$ cat config.mk
export PLATFORM = sky130hd
export DESIGN_NAME = gray_dither
export DESIGN_NICKNAME = d
export VERILOG_FILES = /design/src/rtl/gdl_pkg.sv /design/src/rtl/gdl_pos_track.sv /design/src/rtl/gdl_pattern_table.sv /design/src/rtl/gray_dither.sv
export SDC_FILE = /design/constraint.sdc
export NUM_CORES = 1
export LEC_CHECK = 0
export ABC_AREA = 1
export BUFFER_PORTS_ARGS = -buffer_cell sky130_fd_sc_hd__buf_2
export CORE_MARGIN = 1
export CORE_UTILIZATION = 40
export CTS_BUF_LIST = sky130_fd_sc_hd__clkbuf_4
export CTS_CLUSTER_SIZE = 25
export DETAILED_ROUTE_END_ITERATION = 8
export MAX_ROUTING_LAYER = met4
export PLACE_DENSITY_LB_ADDON = 0.12
export SETUP_SLACK_MARGIN = 0.02
export SLEW_MARGIN = 10
export SYNTH_ARGS = -nofsm -noshare
export SYNTH_HDL_FRONTEND = slang
export SYNTH_HIERARCHICAL = 1
export SYNTH_SLANG_ARGS = --single-unit
$ cat constraint.sdc
create_clock -name clk -period 3 [get_ports clk]
set_clock_uncertainty 0.2 [all_clocks]
set_input_delay 0.15 -clock clk [delete_from_list [all_inputs] [get_ports clk]]
set_output_delay 0.15 -clock clk [all_outputs]
set_load 0.05 [all_outputs]
$ cat src/rtl/gdl_pkg.sv
package gdl_pkg;
    localparam int GDL_PIX_W   = 3;
    localparam int GDL_PHASE_W = 2;
    localparam int GDL_TILE_W  = 2;
    localparam int GDL_BUS_W   = 32;

    typedef struct packed {
        logic bit_v;
        logic valid;
    } drive_t;
endpackage

$ cat src/rtl/gdl_pos_track.sv
module gdl_pos_track #(
    parameter int TILE_W  = 2,
    parameter int PHASE_W = 2
) (
    input  logic               clk,
    input  logic               rst,
    input  logic               pix_valid,
    input  logic               line_start,
    input  logic               frame_start,
    output logic [TILE_W-1:0]  cur_h,
    output logic [TILE_W-1:0]  cur_v,
    output logic [PHASE_W-1:0] cur_f
);
    typedef struct packed {
        logic [TILE_W-1:0]  h;
        logic [TILE_W-1:0]  v;
        logic [PHASE_W-1:0] f;
    } pos_t;

    pos_t pos_q, pos_d, eff;

    always_comb begin
        eff = pos_q;
        if (frame_start) begin
            eff.h = '0;
            eff.v = '0;
            eff.f = pos_q.f + 1'b1;
        end else if (line_start) begin
            eff.h = '0;
            eff.v = pos_q.v + 1'b1;
        end
        pos_d   = eff;
        pos_d.h = eff.h + TILE_W'(pix_valid);
    end

    always_ff @(posedge clk) begin
        if (rst) pos_q <= '0;
        else     pos_q <= pos_d;
    end

    assign cur_h = eff.h;
    assign cur_v = eff.v;
    assign cur_f = eff.f;

    a_r6_h_steps: assert property (@(posedge clk) disable iff (rst)
        (pix_valid && !line_start && !frame_start) |=> pos_q.h == TILE_W'($past(pos_q.h) + 1'b1));
    a_r6_h_holds: assert property (@(posedge clk) disable iff (rst)
        (!pix_valid && !line_start && !frame_start) |=> $stable(pos_q));
    a_r7_line_adv: assert property (@(posedge clk) disable iff (rst)
        (line_start && !frame_start) |=> pos_q.v == TILE_W'($past(pos_q.v) + 1'b1) && $stable(pos_q.f));
    a_r8_frame_adv: assert property (@(posedge clk) disable iff (rst)
        frame_start |=> pos_q.v == '0 && pos_q.f == PHASE_W'($past(pos_q.f) + 1'b1));
endmodule

$ cat src/rtl/gdl_pattern_table.sv
module gdl_pattern_table #(
    parameter int ADDR_W = 5,
    parameter int IDX_W  = 4,
    parameter int BUS_W  = 32
) (
    input  logic              clk,
    input  logic              rst,
    input  logic              wr_en,
    input  logic [ADDR_W-1:0] rw_addr,
    input  logic [BUS_W-1:0]  wr_data,
    output logic [BUS_W-1:0]  rd_data,
    input  logic [ADDR_W-1:0] look_addr,
    input  logic [IDX_W-1:0]  look_idx,
    output logic              look_bit
);
    localparam int WORDS = 1 << ADDR_W;
    localparam int PAT_W = 1 << IDX_W;

    logic [PAT_W-1:0] mem_q [WORDS];
    logic [PAT_W-1:0] mem_d [WORDS];

    always_comb begin
        mem_d = mem_q;
        if (wr_en) mem_d[rw_addr] = wr_data[PAT_W-1:0];
    end

    always_ff @(posedge clk) begin
        if (rst) mem_q <= '{default: '0};
        else     mem_q <= mem_d;
    end

    assign rd_data  = {{(BUS_W-PAT_W){1'b0}}, mem_q[rw_addr]};
    assign look_bit = mem_q[look_addr][look_idx];

    a_r2_write_lands: assert property (@(posedge clk) disable iff (rst)
        wr_en |=> mem_q[$past(rw_addr)] == $past(wr_data[PAT_W-1:0]));
    a_r3_high_dropped: assert property (@(posedge clk) disable iff (rst)
        (wr_en && wr_data[BUS_W-1:PAT_W] != '0) |=> rd_data[BUS_W-1:PAT_W] == '0);
endmodule

$ cat src/rtl/gray_dither.sv
module gray_dither
    import gdl_pkg::*;
#(
    parameter int PIX_W   = GDL_PIX_W,
    parameter int PHASE_W = GDL_PHASE_W,
    parameter int TILE_W  = GDL_TILE_W,
    parameter int BUS_W   = GDL_BUS_W
) (
    input  logic                     clk,
    input  logic                     rst,
    input  logic                     pix_valid,
    input  logic [PIX_W-1:0]         pix_value,
    input  logic                     line_start,
    input  logic                     frame_start,
    input  logic                     reg_wr,
    input  logic [PIX_W+PHASE_W-1:0] reg_addr,
    input  logic [BUS_W-1:0]         reg_wdata,
    output logic [BUS_W-1:0]         reg_rdata,
    output logic                     drive_bit,
    output logic                     drive_valid
);
    localparam int ADDR_W = PIX_W + PHASE_W;
    localparam int IDX_W  = 2 * TILE_W;

    logic [TILE_W-1:0]  cur_h, cur_v;
    logic [PHASE_W-1:0] cur_f;
    logic               look_bit;
    drive_t             drv_q, drv_d;

    gdl_pos_track #(.TILE_W(TILE_W), .PHASE_W(PHASE_W)) u_pos (
        .clk(clk), .rst(rst), .pix_valid(pix_valid),
        .line_start(line_start), .frame_start(frame_start),
        .cur_h(cur_h), .cur_v(cur_v), .cur_f(cur_f)
    );

    gdl_pattern_table #(.ADDR_W(ADDR_W), .IDX_W(IDX_W), .BUS_W(BUS_W)) u_tab (
        .clk(clk), .rst(rst), .wr_en(reg_wr), .rw_addr(reg_addr),
        .wr_data(reg_wdata), .rd_data(reg_rdata),
        .look_addr({cur_f, pix_value}), .look_idx({cur_v, cur_h}),
        .look_bit(look_bit)
    );

    always_comb begin
        drv_d.valid = pix_valid;
        drv_d.bit_v = pix_valid & look_bit;
    end

    always_ff @(posedge clk) begin
        if (rst) drv_q <= '0;
        else     drv_q <= drv_d;
    end

    assign drive_bit   = drv_q.bit_v;
    assign drive_valid = drv_q.valid;

    a_r9_latency: assert property (@(posedge clk) disable iff (rst)
        1'b1 |=> drive_valid == $past(pix_valid));
    a_r9_dark_idle: assert property (@(posedge clk) disable iff (rst)
        !pix_valid |=> !drive_bit);
    a_r1_reset_low: assert property (@(posedge clk)
        rst |=> !drive_bit && !drive_valid);
endmodule

==> impl_metrics.csv, run 1 <==
group,metric,value,unit
routing,drt_iter0_markers,4301,
timing,final_hold_viol_count,0,
timing,period_needed,3030,ps
placement,place_area,0.0282,mm^2
power,combPwrFrac,11.5,%
routing,wl_per_cell,23.9,um
placement,hpwl,77900,um
final_layout,layout_common_cells,"nand2_1 (1,616), a21oi_1 (597), dfxtp_1 (503), nand3_1 (503), a22oi_1 (222)",
placement,gp_congestion,1.02,
cts,clock_latency,1070,ps
cts,numCtsBuffers,152,
cts,cts_root_buf,"clkbuf_4",
power,power.density,504,mW/mm^2
setup_path,crit_path_start_kind,"flip-flop",
timing,max_slew_margin,22.1,%
global_route,antenna_found_initial,2,
floorplanning,die_w,259,um
routing,final_antenna_net_count,0,
synthesis,syn_area,0.0265,mm^2
setup_path,crit_path_max_fanout,3,
cts,clk_pin_slew,60,ps
cts,cts_tree,"yes",
power,internal_power,11.0,mW
timing,worstMarginPinSlew,1170,ps
timing,finalSetupTns,-43.7,ps
cts,cts.sinks,520,
cts,cts_max_path_buffers,3,
synthesis,ys_types,28,
floorplanning,die_h,259,um
setup_path,slowest_stage,"nor4_4",
final_layout,layout_commonest_cell,"nand2_1",
final_layout,finalNetCount,4206,
timing,grt_setup_unrepaired,"yes",
routing,via_count,30400,
timing,final.period_utilization,101,%
global_route,first_global_vias,27300,
power,seqPwrFrac,44.3,%
final_layout,synthToLayoutAreaGrowth,18.4,%
run_status,outcome,"finished with violations",
power,switching_share,30.1,%
timing,worst_slack,-33.8,ps
synthesis,synth_area_leaders,"dfxtp_1 (39%), nand2_1 (23%), a21oi_1 (12%)",
setup_path,worstPathRequired,2650,ps
worst_hold_path,hold_class,"in -> reg",
synthesis,seq_area_frac_synth,39.3,%
routing,drt_pass1_iterations,6,
synthesis,yosys.area.top_type,"dfxtp_1",
floorplanning,start_util,40.8,%
setup_path,max_stage_delay,400,ps
setup_path,cpLargestDelayFamily,"simple AND/OR/NAND/NOR gates",
timing,max_freq,0.330,GHz
setup_path,cp-end-kind,"output port",
setup_path,arrival,2680,ps
synthesis,synth.avg_cell_area,6.52,um^2
setup_path,path_cells,"a22oi_2, a21oi_4, nor4_4, nand4_1, buf_6",
synthesis,yosys.area.top_type_share,39.3,%
power,power_frac_clock,44.2,%
routing,vias_per_cell,5.93,
global_route,grt_pass1_wl,180000,um
power,power_switching,4.76,mW
floorplanning,ioPinCount,80,
global_route,grt_start_max_net_pins,88,
power,ir_worst_vdd,0.314,mV
global_route,grt.overflow.total,0,
global_route,grt_usage,36.9,%
run_status,violations,"setup timing",
final_layout,postLayoutCellArea,0.0314,mm^2
synthesis,synth_warnings,6,
cts,h-tree-depth,4,
placement,portBuffers,47,
synthesis,synth_cells,4063,
floorplanning,core_region_area,0.0649,mm^2
run,max-cap-violations,0,
floorplanning,std_cell_rows,93,
final_layout,drive_gt1_share,15.5,%
setup_path,critPathKind,"reg -> out",
power,p_leak,10.4,nW
timing,setup_viol,2,
routing,drc,0,
setup_path,path_buf_inv,1,
routing,drt-total-wl,123000,um
floorplanning,die-area,0.0673,mm^2
timing,slew_violations,0,
synthesis,ys_ff_latch,520,
-- worst paths after layout --
check,startpoint,endpoint,slack (ps),cells past startpoint
setup / recovery,u_tab/mem_q[466],reg_rdata[2],-30,5
hold reg to reg,u_tab/mem_q[212],u_tab/mem_q[212],280,2
setup reg to reg,u_pos/pos_q[0],drive_bit,340,14
hold / removal,reg_addr[2],u_tab/mem_q[153],90,10
-- area by class of cell --
type,instances,area [um^2]
antenna,6,15.0
clock buffer,214,1610
clock inverter,46,320
fill,6722,33600
inverter,77,312
multi-input combinational,3118,14800
sequential,520,10400
tap,855,1070
timing repair buffer,290,2800
-- per-layer routing --
metal  routed length (um)  global-route usage [%]  share of wire [%]
met5                    0                       -                  0
met1                50900                    49.4                 41
met3                15000                    9.67                 12
met4                 4800                    15.4                3.9
met2                52000                    52.0                 42
-- per-stage QoR --
| step | hold slack [ps] | power [mW] | instances | setup WS (ps) | util, % |
|---|---|---|---|---|---|
| after detailed placement | 200 | 8.81 | 4797 | 186 | 43.4 |
| after global placement | 200 | 8.81 | 4797 | 168 | 43.4 |
| after CTS | 2.54 | 15.8 | 5119 | -45.2 | 48.0 |
| final | 87.2 | 15.8 | 5126 | -33.8 | 48.3 |
| after floorplan | 16.9 | 8.09 | 4078 | 873 | - |
| after global routing | 44.7 | 16.3 | 5126 | -62.4 | 48.3 |
-- logic make-up after synthesis --
family                   share of synthesized area (%)
buffers and inverters                             6.82
XOR/XNOR                                        0.0331
other                                           0.0142
adder cells (fa/ha/maj)                         0.0472
AND/OR/NAND/NOR                                   34.9
AO/OA/AOI/OAI                                     18.9
flip-flops                                        39.3
-- state kept, by name, indices dropped and copies added (netlist names) --
name,cells
drive_bit,1
drive_valid,1
u_tab/mem_q,512
u_pos/pos_q,6
-- power by group through the flow --
stage	Clock, mW	Combinational (mW)	Sequential, mW
6_report	6.99	1.81	7.00
5_1_grt	7.48	1.86	7.01
3_5_place_dp	0	1.66	7.16
4_1_cts	7.10	1.73	7.00
2_1_floorplan	0	0.939	7.15
3_3_place_gp	0	1.65	7.16
-- worst reg2reg max path, stage by stage (launching register included) --
cell and delay, ps:
dfxtp_1 340, nand2_2 70, xor2_1 360, inv_1 180, inv_1 430, nand3_1 190, nand3_1 100, nand2_1 80
nand2_1 70, nand3_1 80, nand2_1 180, nand2_1 70, nand2_1 120, nand2_1 70, nor2_2 70
-- cells in the mapped netlist --
cell       count
a21oi_1      614
nand3_1      503
nand2_1     1622
buf_2         61
buf_4         21
buf_1         41
nor2_1        15
nor3_4         1
nor3b_1        2
ha_1           1
nor2_4         2
a22oi_1      256
nor4_1        14
or2_2         13
nand4_1       11
conb_1         1
clkbuf_1     240
a2111oi_0      3
nor2_2        30
xor2_1         1
nand2_2        1
nor3_1         8
inv_2         43
dfxtp_1      520
inv_1         33
nor3_2         3
clkinv_1       1
nor4b_1        2
-- what timing repair did --
action / in CTS / in global routing
pin swaps: 28 / 24
hold buffers: 60 / 1
endpoints found under the setup margin: 16 / 14
endpoints found under the hold margin: 520 / 4
gates cloned: 0 / 0
resized for setup: 113 / 42
buffers inserted: 3 / 0
(Power assumes the default switching activity.)
==> run 2, diff against run 1 <==
--- a/config.mk
+++ b/config.mk
@@ -9,7 +9,6 @@
 export BUFFER_PORTS_ARGS = -buffer_cell sky130_fd_sc_hd__buf_2
 export CORE_MARGIN = 1
 export CORE_UTILIZATION = 40
-export CTS_BUF_LIST = sky130_fd_sc_hd__clkbuf_4
 export CTS_CLUSTER_SIZE = 25
 export DETAILED_ROUTE_END_ITERATION = 8
 export MAX_ROUTING_LAYER = met4
==> impl_metrics.csv, run 2 (same netlist as run 1, synthesis figures left out) <==
group,metric,value,unit
routing,vias_per_cell,5.99,
global_route,first_global_vias,26100,
final_layout,layout_common_cells,"nand2_1 (1,622), a21oi_1 (614), dfxtp_1 (520)",
routing,drt_iter0_markers,4260,
floorplanning,start_util,40.8,%
cts,numCtsBuffers,60,
final_layout,largest_reg_flops,512,
final_layout,fill_cells,6699,
run,max-cap-violations,0,
timing,finalSetupTns,0,ps
placement,portBuffers,47,
setup_path,worstPathRequired,2650,ps
floorplanning,die-area,0.0673,mm^2
global_route,grt_start_max_net_pins,88,
cts,cts_root_buf,"clkbuf_16",
global_route,use_met3,6.29,%
global_route,grt_usage,35.8,%
timing,max_slew_margin,21.4,%
setup_path,rrSetupSlack,300,ps
global_route,grt_busiest_layer,"met2",
routing,final_antenna_net_count,0,
setup_path,crit_path_max_fanout,3,
setup_path,cp-end-kind,"output port",
timing,worst_slack,117,ps
timing,slew_violations,0,
cts,clk_pin_slew,60,ps
setup_path,path_cells,"a22oi_1, a21oi_1, or2_2, nor3_2, nand2_1, buf_2",
setup_path,max_stage_delay,400,ps
final_layout,synthToLayoutAreaGrowth,14.6,%
routing,wl_per_cell,24.4,um
cts,cts_tree,"yes",
worst_hold_path,hold_class,"in -> reg",
routing,drt-total-wl,120000,um
final_layout,top_regs,"u_tab/mem_q x512, u_pos/pos_q x6",
power,p_leak,9.95,nW
power,power.density,545,mW/mm^2
cts,post_cts.repair.setup_buffers,0,
final_layout,diodes,0,
setup_path,path_buf_inv,1,
setup_path,crit_path_start_kind,"flip-flop",
final_layout,top_register,"u_tab/mem_q",
timing,max_freq,0.347,GHz
timing,worstMarginPinSlew,1180,ps
timing,final.period_utilization,96.1,%
floorplanning,core_region_area,0.0649,mm^2
run_status,outcome,"finished, final reports clean",
timing,period_needed,2880,ps
cts,h-tree-depth,2,
timing,setup_viol,0,
cts,clock_latency,640,ps
routing,drc,0,
floorplanning,ioPinCount,80,
timing,final_hold_viol_count,0,
placement,hpwl,77900,um
setup_path,critPathKind,"reg -> out",
timing,grt_setup_unrepaired,"no",
global_route,grt.overflow.total,0,
setup_path,slowest_stage,"or2_2",
global_route,grt_use_met2,51.7,%
floorplanning,die_w,259,um
power,ir_worst_vdd,0.408,mV
placement,gp_congestion,1.02,
cts,cts.sinks,520,
floorplanning,die_h,259,um
routing,via_count,29400,
setup_path,arrival,2530,ps
final_layout,layout_commonest_cell,"nand2_1",
placement,pre_cts_ws,186,ps
cts,cts_max_path_buffers,3,
final_layout,drive_gt1_share,10.5,%
setup_path,cpLargestDelayFamily,"simple AND/OR/NAND/NOR gates",
global_route,antenna_found_initial,0,
floorplanning,std_cell_rows,93,
global_route,grt_pass1_wl,176000,um
global_route,grt_use_met1,50.0,%
routing,drt_pass1_iterations,6,
final_layout,finalNetCount,4061,
timing,hold_slack,37.5,ps
run 2: cell types whose count changed in the layout (fill, tap and decap cells not counted), sizes merged:
cell | before | now
clkbuf | 215 | 84
dlygate4sd3 | 59 | 10
clkinv | 35 | 10
diode | 6 | 0
buf | 230 | 226
bufinv | 4 | 8
clkinvlp | 7 | 3
inv | 77 | 78
run 2: final timing paths:
path,end,startpoint,cells after the start
worst max-delay path,reg_rdata[5],u_tab/mem_q[245],6
worst min-delay path,u_tab/mem_q[381],reg_wdata[13],3
worst max register to register,drive_bit,u_pos/pos_q[0],14
worst min register to register,u_tab/mem_q[486],u_tab/mem_q[486],2
run 2: per-stage QoR:
step | power, mW | cell area (um^2) | std cells | util (%)
after global placement | 8.81 | 28200 | 4797 | 43.4
after global routing | 16.9 | 30400 | 4912 | 46.8
after CTS | 16.5 | 30400 | 4912 | 46.7
after floorplan | 8.09 | 26600 | 4078 | -
final | 16.5 | 30400 | 4912 | 46.8
after detailed placement | 8.81 | 28200 | 4797 | 43.4
run 2: repair_timing:
action | 4_1_cts | 5_1_grt
hold endpoints to repair | 174 | 0
resized for setup | 1 | 3
setup endpoints to repair | 1 | 3
hold buffers | 10 | 0
run 2: routing by layer:
metal	vias to the layer above	routed length, um
li1	13500	-
met1	14000	50800
met2	1734	51400
met3	234	13400
met4	0	4430
met5	-	0
run 2: cell type report:
| type | count | area, um^2 | area share (%) |
|---|---|---|---|
| multi-input cells | 3118 | 14400 | 47.3 |
| flip-flops and latches | 520 | 10400 | 34.3 |
| repair buffers | 237 | 2150 | 7.07 |
| clock buffers | 83 | 1730 | 5.70 |
| well taps | 855 | 1070 | 3.52 |
| clock inverters | 22 | 329 | 1.08 |
| inverters | 77 | 304 | 1.00 |
run 2: power by group:
group | internal, mW | switching (mW) | leakage, nW
clock | 4.68 | 3.12 | 1.01
combinational | 0.413 | 1.32 | 4.75
sequential | 6.96 | 0.0431 | 4.19
run 2: worst min-delay path: cells and delay by family:
kind	cells	cell delay [ps]
AO/OA/AOI/OAI	1	50
buffers and inverters	1	420
AND/OR/NAND/NOR	1	190
